`src/rtl/txd_pkg.sv`:
```
package txd_pkg;
  typedef enum logic [1:0] {
    PORT_AUI = 2'b00,
    PORT_TP  = 2'b01,
    PORT_SER = 2'b10,
    PORT_RSV = 2'b11
  } port_e;
endpackage

```
`src/rtl/txd_gap_timer.sv`:
```
module txd_gap_timer #(
  parameter int IPG_BITS = 96
) (
  input  logic clk,
  input  logic rst_n,
  input  logic tick,
  input  logic busy,
  output logic gap_done
);
  localparam int CW = $clog2(IPG_BITS + 1);
  localparam logic [CW-1:0] FULL = CW'(IPG_BITS);

  logic [CW-1:0] cnt;

  // Cleared while the medium or the MAC is busy, saturates at the gap length.
  always_ff @(posedge clk) begin
    if (!rst_n) begin
      cnt <= '0;
    end else if (busy) begin
      cnt <= '0;
    end else if (tick && cnt != FULL) begin
      cnt <= cnt + CW'(1);
    end
  end

  assign gap_done = (cnt == FULL);
endmodule

```
`src/rtl/txd_blind_window.sv`:
```
module txd_blind_window #(
  parameter int BLIND_BITS = 40
) (
  input  logic clk,
  input  logic rst_n,
  input  logic tick,
  input  logic fd_mode,
  input  logic tx_start,
  input  logic tx_end,
  output logic blind_on,
  output logic win_last
);
  localparam int BW = $clog2(BLIND_BITS + 1);
  localparam logic [BW-1:0] FULL = BW'(BLIND_BITS);

  logic [BW-1:0] cnt;

  always_ff @(posedge clk) begin
    if (!rst_n) begin
      cnt <= '0;
    end else if (fd_mode || tx_start) begin
      cnt <= '0;
    end else if (tx_end) begin
      cnt <= FULL;
    end else if (tick && cnt != '0) begin
      cnt <= cnt - BW'(1);
    end
  end

  // The end cycle itself is already blinded so a looped-back carrier tail
  // does not hold the gap counter for one extra cycle.
  assign blind_on = !fd_mode && ((cnt != '0) || tx_end);
  assign win_last = !fd_mode && !tx_start && tick && (cnt == BW'(1));
endmodule

```
`src/rtl/txd_status.sv`:
```
module txd_status (
  input  logic clk,
  input  logic rst_n,
  input  logic fd_mode,
  input  logic is_tp,
  input  logic tx_active,
  input  logic tx_start,
  input  logic tx_end,
  input  logic carrier,
  input  logic coll,
  input  logic link_bad,
  input  logic blind_on,
  input  logic win_last,
  output logic carrier_lost,
  output logic heartbeat_err
);
  logic crs_seen;
  logic lf_seen;
  logic col_seen;

  always_ff @(posedge clk) begin
    if (!rst_n) begin
      carrier_lost  <= 1'b0;
      heartbeat_err <= 1'b0;
      crs_seen      <= 1'b0;
      lf_seen       <= 1'b0;
      col_seen      <= 1'b0;
    end else if (tx_start) begin
      carrier_lost  <= 1'b0;
      heartbeat_err <= 1'b0;
      crs_seen      <= carrier;
      lf_seen       <= link_bad;
      col_seen      <= 1'b0;
    end else begin
      if (tx_active) begin
        crs_seen <= crs_seen | carrier;
        lf_seen  <= lf_seen | link_bad;
      end
      if (tx_end) begin
        if (fd_mode) begin
          carrier_lost  <= is_tp & lf_seen;
          heartbeat_err <= is_tp & lf_seen;
          col_seen      <= 1'b0;
        end else begin
          carrier_lost <= !crs_seen;
          col_seen     <= coll;
        end
      end else if (blind_on && coll) begin
        col_seen <= 1'b1;
      end
      if (win_last) begin
        heartbeat_err <= !(col_seen | coll);
      end
    end
  end
endmodule

```
`src/rtl/eth_tx_defer_ctl.sv`:
```
module eth_tx_defer_ctl #(
  parameter int IPG_BITS   = 96,
  parameter int BLIND_BITS = 40
) (
  input  logic       clk,
  input  logic       rst_n,
  input  logic       bit_tick,
  input  logic       tx_active,
  input  logic       rx_carrier,
  input  logic       collision,
  input  logic [1:0] port_sel,
  input  logic       link_fail,
  input  logic       full_duplex,
  output logic       tx_permit,
  output logic       carrier_lost,
  output logic       heartbeat_err
);
  import txd_pkg::*;

  logic tx_d;
  logic tx_start;
  logic tx_end;
  logic blind_on;
  logic win_last;
  logic busy;
  logic gap_done;
  logic is_tp;

  always_ff @(posedge clk) begin
    if (!rst_n) tx_d <= 1'b0;
    else        tx_d <= tx_active;
  end

  assign tx_start = tx_active & ~tx_d;
  assign tx_end   = ~tx_active & tx_d;
  assign is_tp    = (port_sel == PORT_TP);

  // Half duplex: an unblinded carrier defers. Full duplex: only own transmit.
  assign busy = tx_active | (~full_duplex & rx_carrier & ~blind_on);

  txd_blind_window #(.BLIND_BITS(BLIND_BITS)) u_blind (
    .clk      (clk),
    .rst_n    (rst_n),
    .tick     (bit_tick),
    .fd_mode  (full_duplex),
    .tx_start (tx_start),
    .tx_end   (tx_end),
    .blind_on (blind_on),
    .win_last (win_last)
  );

  txd_gap_timer #(.IPG_BITS(IPG_BITS)) u_gap (
    .clk      (clk),
    .rst_n    (rst_n),
    .tick     (bit_tick),
    .busy     (busy),
    .gap_done (gap_done)
  );

  txd_status u_stat (
    .clk           (clk),
    .rst_n         (rst_n),
    .fd_mode       (full_duplex),
    .is_tp         (is_tp),
    .tx_active     (tx_active),
    .tx_start      (tx_start),
    .tx_end        (tx_end),
    .carrier       (rx_carrier),
    .coll          (collision),
    .link_bad      (link_fail),
    .blind_on      (blind_on),
    .win_last      (win_last),
    .carrier_lost  (carrier_lost),
    .heartbeat_err (heartbeat_err)
  );

  assign tx_permit = gap_done & ~busy;
endmodule

```
`config.mk`:
```
export PLATFORM = sky130hd
export DESIGN_NAME = eth_tx_defer_ctl
export DESIGN_NICKNAME = d
export VERILOG_FILES = /design/src/rtl/txd_pkg.sv /design/src/rtl/txd_gap_timer.sv /design/src/rtl/txd_blind_window.sv /design/src/rtl/txd_status.sv /design/src/rtl/eth_tx_defer_ctl.sv
export SDC_FILE = /design/constraint.sdc
export NUM_CORES = 1
export LEC_CHECK = 0
export ABC_AREA = 1
export BUFFER_PORTS_ARGS = -buffer_cell sky130_fd_sc_hd__clkbuf_2
export CAP_MARGIN = 20
export CORE_UTILIZATION = 60
export DETAILED_ROUTE_END_ITERATION = 10
export PLACE_DENSITY_LB_ADDON = 0.25
export SLEW_MARGIN = 15
export SYNTH_ARGS = -nofsm -noshare
export SYNTH_HDL_FRONTEND = slang
export SYNTH_SLANG_ARGS = --single-unit
export TNS_END_PERCENT = 100
```
`constraint.sdc`:
```
create_clock -name clk -period 3.7 [get_ports clk]
set_clock_uncertainty 0.15 [all_clocks]
set_input_delay 0.74 -clock clk [delete_from_list [all_inputs] [get_ports clk]]
set_output_delay 0.74 -clock clk [all_outputs]
set_load 0.03 [all_outputs]
```
==> impl_metrics.py <==
metrics = {
    "floorplanning": {
        "chipHeight_um": 44.69,
        "floorplan.initialDensity_pct": 64.03,
        "die_area_um2": 1997,
        "die_x_um": 44.69,
        "area_of_the_core_region_um2": 1708,
        "rows": 15,
        "top_ports": 13,
    },
    "power": {
        "netSwitchingFraction_pct": 26.46,
        "power.clock.fraction_pct": 28.8,
        "power.ir.vdd_worst_mv": 0.1714,
        "netSwitchingPower_mw": 0.09575,
        "power_density_nw_per_um2": 301.6,
        "leakage_nw": 0.5390,
        "internal-power_mw": 0.2661,
        "seqPwrFrac_pct": 58.5,
        "power.combinational.fraction_pct": 12.7,
        "design_power_total_mw": 0.3619,
    },
    "global_routing": {
        "antenna_found_initial": 0,
        "global_route.overflow_total": 0,
        "grt_pass1_wl_um": 3394,
        "vias_in_the_first_global_route": 865,
        "grt_max_degree": 11,
        "grt.total_usage_pct": 23.00,
    },
    "placement": {
        "hpwlAfterDp_um": 1603,
        "globalplace.congestion": 0.8264,
        "port_buffers": 12,
    },
    "worst_setup_path": {
        "cpMaxStageDelayCell": "sky130_fd_sc_hd__dfxtp_1",
        "start_kind": "flop",
        "regToRegEndpoint": "u_gap.cnt[0]",
        "cp_top_delay_family": "simple AND/OR/NAND/NOR gates",
        "worst-endpoint-required_ns": 2.81,
        "cp_cell_sequence": "inv_1, ha_1, nand3_2, nor2_2, nand2_2, nand2_1, nor2_1, clkbuf_2",
        "critical_path.endpoint": "tx_permit",
        "worst-r2r-setup-slack_ns": 2.07,
        "critical_path_peak_fanout": 6,
        "endpoint_kind": "primary output",
        "critPathKind": "reg2out",
        "worst_setup_path_startpoint": "u_blind.cnt[0]",
        "worstRegToRegCells": 7,
        "rr_startpoint": "u_gap.cnt[0]",
        "cell_count_along_the_critical_path": 8,
        "timing.critical_path.buf_inv": 2,
        "cp_data_arrival_time_ns": 1.61,
        "critical-path-max-stage-delay_ns": 0.34,
    },
    "flow_run": {
        "cap_viol_max_count": 0,
    },
    "final_layout": {
        "syn2layout_area_growth_pct": 9.725,
        "layout_cell_share_with_drive_strength_beyond_1_pct": 22.62,
        "antenna-diode-count": 0,
        "num-fill-cells": 140,
        "seqCellArea_um2": 380.4,
        "mostFrequentLayoutCells": "sky130_fd_sc_hd__nand2_1 (36), sky130_fd_sc_hd__inv_1 (25), sky130_fd_sc_hd__dfxtp_1 (19)",
        "layout.nets": 183,
        "leading_cell_type_in_the_layout_fill_and_taps_excluded": "sky130_fd_sc_hd__nand2_1",
        "util_after_layout_pct": 70.26,
        "multi_input_comb_area_um2": 593.1,
    },
    "cts": {
        "clock_tree.buffer_depth": 2,
        "cts.clk_slew.worst_paths_ns": 0.11,
        "clock_tree_from_tritoncts": "built",
        "post-cts-setup-buffers": 0,
        "htreeDepth": 1,
        "cts_made_buffers": 3,
        "cts_resized": 0,
        "cts_hold_repair_buffers": 0,
        "cts_num_sinks": 19,
        "clk_root_buffer_cell": "sky130_fd_sc_hd__clkbuf_4",
        "clock_insertion_delay_worst_skew_ns": 0.29,
    },
    "synth": {
        "ys_ff_latch": 19,
        "synth.lib_cells_used.distinct": 26,
        "synth.cell_area_um2": 1094,
        "edff_count_synth": 0,
        "sequential_to_total_area_share_from_yosys_stat_pct": 34.78,
        "syn-num-nets": 167,
        "postSynthCellCount": 153,
        "synth_async_sr_flop_share_pct": 0,
        "ys_dominant_reg_cell": "sky130_fd_sc_hd__dfxtp_1",
        "postSynthAreaPerCell_um2": 7.147,
        "ys.warnings.count": 0,
    },
    "routing": {
        "drt-pass1-iter-count": 4,
        "vias": 1003,
        "ant_nets": 0,
        "totalWireLength_um": 2103,
        "routedWlPerCell_um": 10.90,
        "drt-vias-per-instance": 5.197,
        "drcViolationCount": 0,
        "dr.first_iter.drc_count": 28,
    },
    "timing": {
        "hold_ws_ns": 0.3385,
        "final.setup.tns_ns": 0,
        "setup_viol_count_final": 0,
        "timing.max_slew.rel_slack_pct": 73.76,
        "fin_crit_sh_pct": 67.61,
        "rsz0062_at_grt": "false",
        "final_max_slew_viol_count": 0,
        "fmaxAchievable_mhz": 399.8,
        "hold_violations": 0,
        "layout_min_cycle_time_ns": 2.502,
        "worst_slew_pin_slew_ns": 0.3936,
    },
    "worst_hold_path": {
        "hold_depth": 2,
        "hold_class": "reg2reg",
    },
    "outcome": {
        "run_status": "complete, no violations",
    },
}
==> cells in the mapped netlist (2+ instances only) <==
master                     n  area share (%)
sky130_fd_sc_hd__a21oi_1   7             3.2
sky130_fd_sc_hd__a21oi_2   2             1.6
sky130_fd_sc_hd__dfxtp_1  19              35
sky130_fd_sc_hd__ha_1      4             4.6
sky130_fd_sc_hd__inv_1    25             8.6
sky130_fd_sc_hd__inv_2     4             1.4
sky130_fd_sc_hd__nand2_1  36              12
sky130_fd_sc_hd__nand2_2   4             2.3
sky130_fd_sc_hd__nand3_1   8             3.7
sky130_fd_sc_hd__nand4_1   6             3.4
sky130_fd_sc_hd__nor2_1   13             4.5
sky130_fd_sc_hd__nor2_4    5             5.1
sky130_fd_sc_hd__o21ai_0   2            0.92
sky130_fd_sc_hd__o21ai_1   3             1.4
sky130_fd_sc_hd__o21ai_2   2             1.6
sky130_fd_sc_hd__xor2_1    3             2.4
==> power groups by stage <==
| stage | Combinational, mW | Clock [mW] | Sequential [mW] |
|---|---|---|---|
| global placement | 0.0440 | 0 | 0.216 |
| detailed placement | 0.0455 | 0 | 0.216 |
| floorplan | 0.0334 | 0 | 0.216 |
| finish | 0.0461 | 0.104 | 0.212 |
| global route | 0.0510 | 0.117 | 0.212 |
| CTS | 0.0458 | 0.108 | 0.212 |
==> how the worst min path moves through the flow <==
stage | slack, ns | startpoint | end
floorplan | 0.30 | u_stat.crs_seen | u_stat.crs_seen
global placement | 0.32 | u_stat.lf_seen | u_stat.lf_seen
detailed placement | 0.32 | u_stat.crs_seen | u_stat.crs_seen
CTS | 0.34 | u_stat.crs_seen | u_stat.crs_seen
global route | 0.36 | u_stat.crs_seen | u_stat.crs_seen
finish | 0.34 | u_stat.col_seen | u_stat.col_seen
==> worst reg2reg max path, stage by stage, from the launching register on <==
cell	delay, ns
sky130_fd_sc_hd__dfxtp_1	0.43
sky130_fd_sc_hd__inv_1	0.10
sky130_fd_sc_hd__ha_1	0.20
sky130_fd_sc_hd__nand2_1	0.08
sky130_fd_sc_hd__nor3_2	0.04
sky130_fd_sc_hd__a21oi_1	0.34
sky130_fd_sc_hd__nand2_1	0.10
sky130_fd_sc_hd__a21oi_1	0.13
==> routing by layer <==
layer	GRT usage, %	up-vias	wire length [um]
li1	-	512	-
met1	25.94	455	879
met2	42.94	32	1117
met3	3.600	4	85
met4	9.091	0	21
met5	0	-	0
==> logic make-up after synthesis <==
group           after synthesis  share of synthesized area [%]
compound gates               19                          10.87
xor+xnor                      3                          2.403
fa+ha+maj                     4                          4.577
buf+inv                      30                          10.98
flops                        19                          34.78
simple gates                 78                          36.39
==> stage by stage <==
step	area [um2]	instances	worst slack, ns
2_1_floorplan	1094	153	1.306
3_3_place_gp	1174	189	1.268
3_5_place_dp	1174	189	1.238
4_1_cts	1200	193	1.190
5_1_grt	1200	193	1.032
6_report	1200	193	1.198
==> layout make-up <==
cell class                 count  area share, %
clock buffer                   4          2.190
inverter                      29          9.072
multi-input combinational    104          49.43
sequential                    19          31.70
tap                           25          2.607
timing repair buffer          12          5.005
==> registers in the layout, summed over array words and instances (netlist names) <==
signal	count
u_stat.lf_seen	1
u_stat.crs_seen	1
u_blind.cnt	6
tx_d	1
u_stat.heartbeat_err	1
u_stat.col_seen	1
u_stat.carrier_lost	1
u_gap.cnt	7
Power figures use the tool's default switching activity.
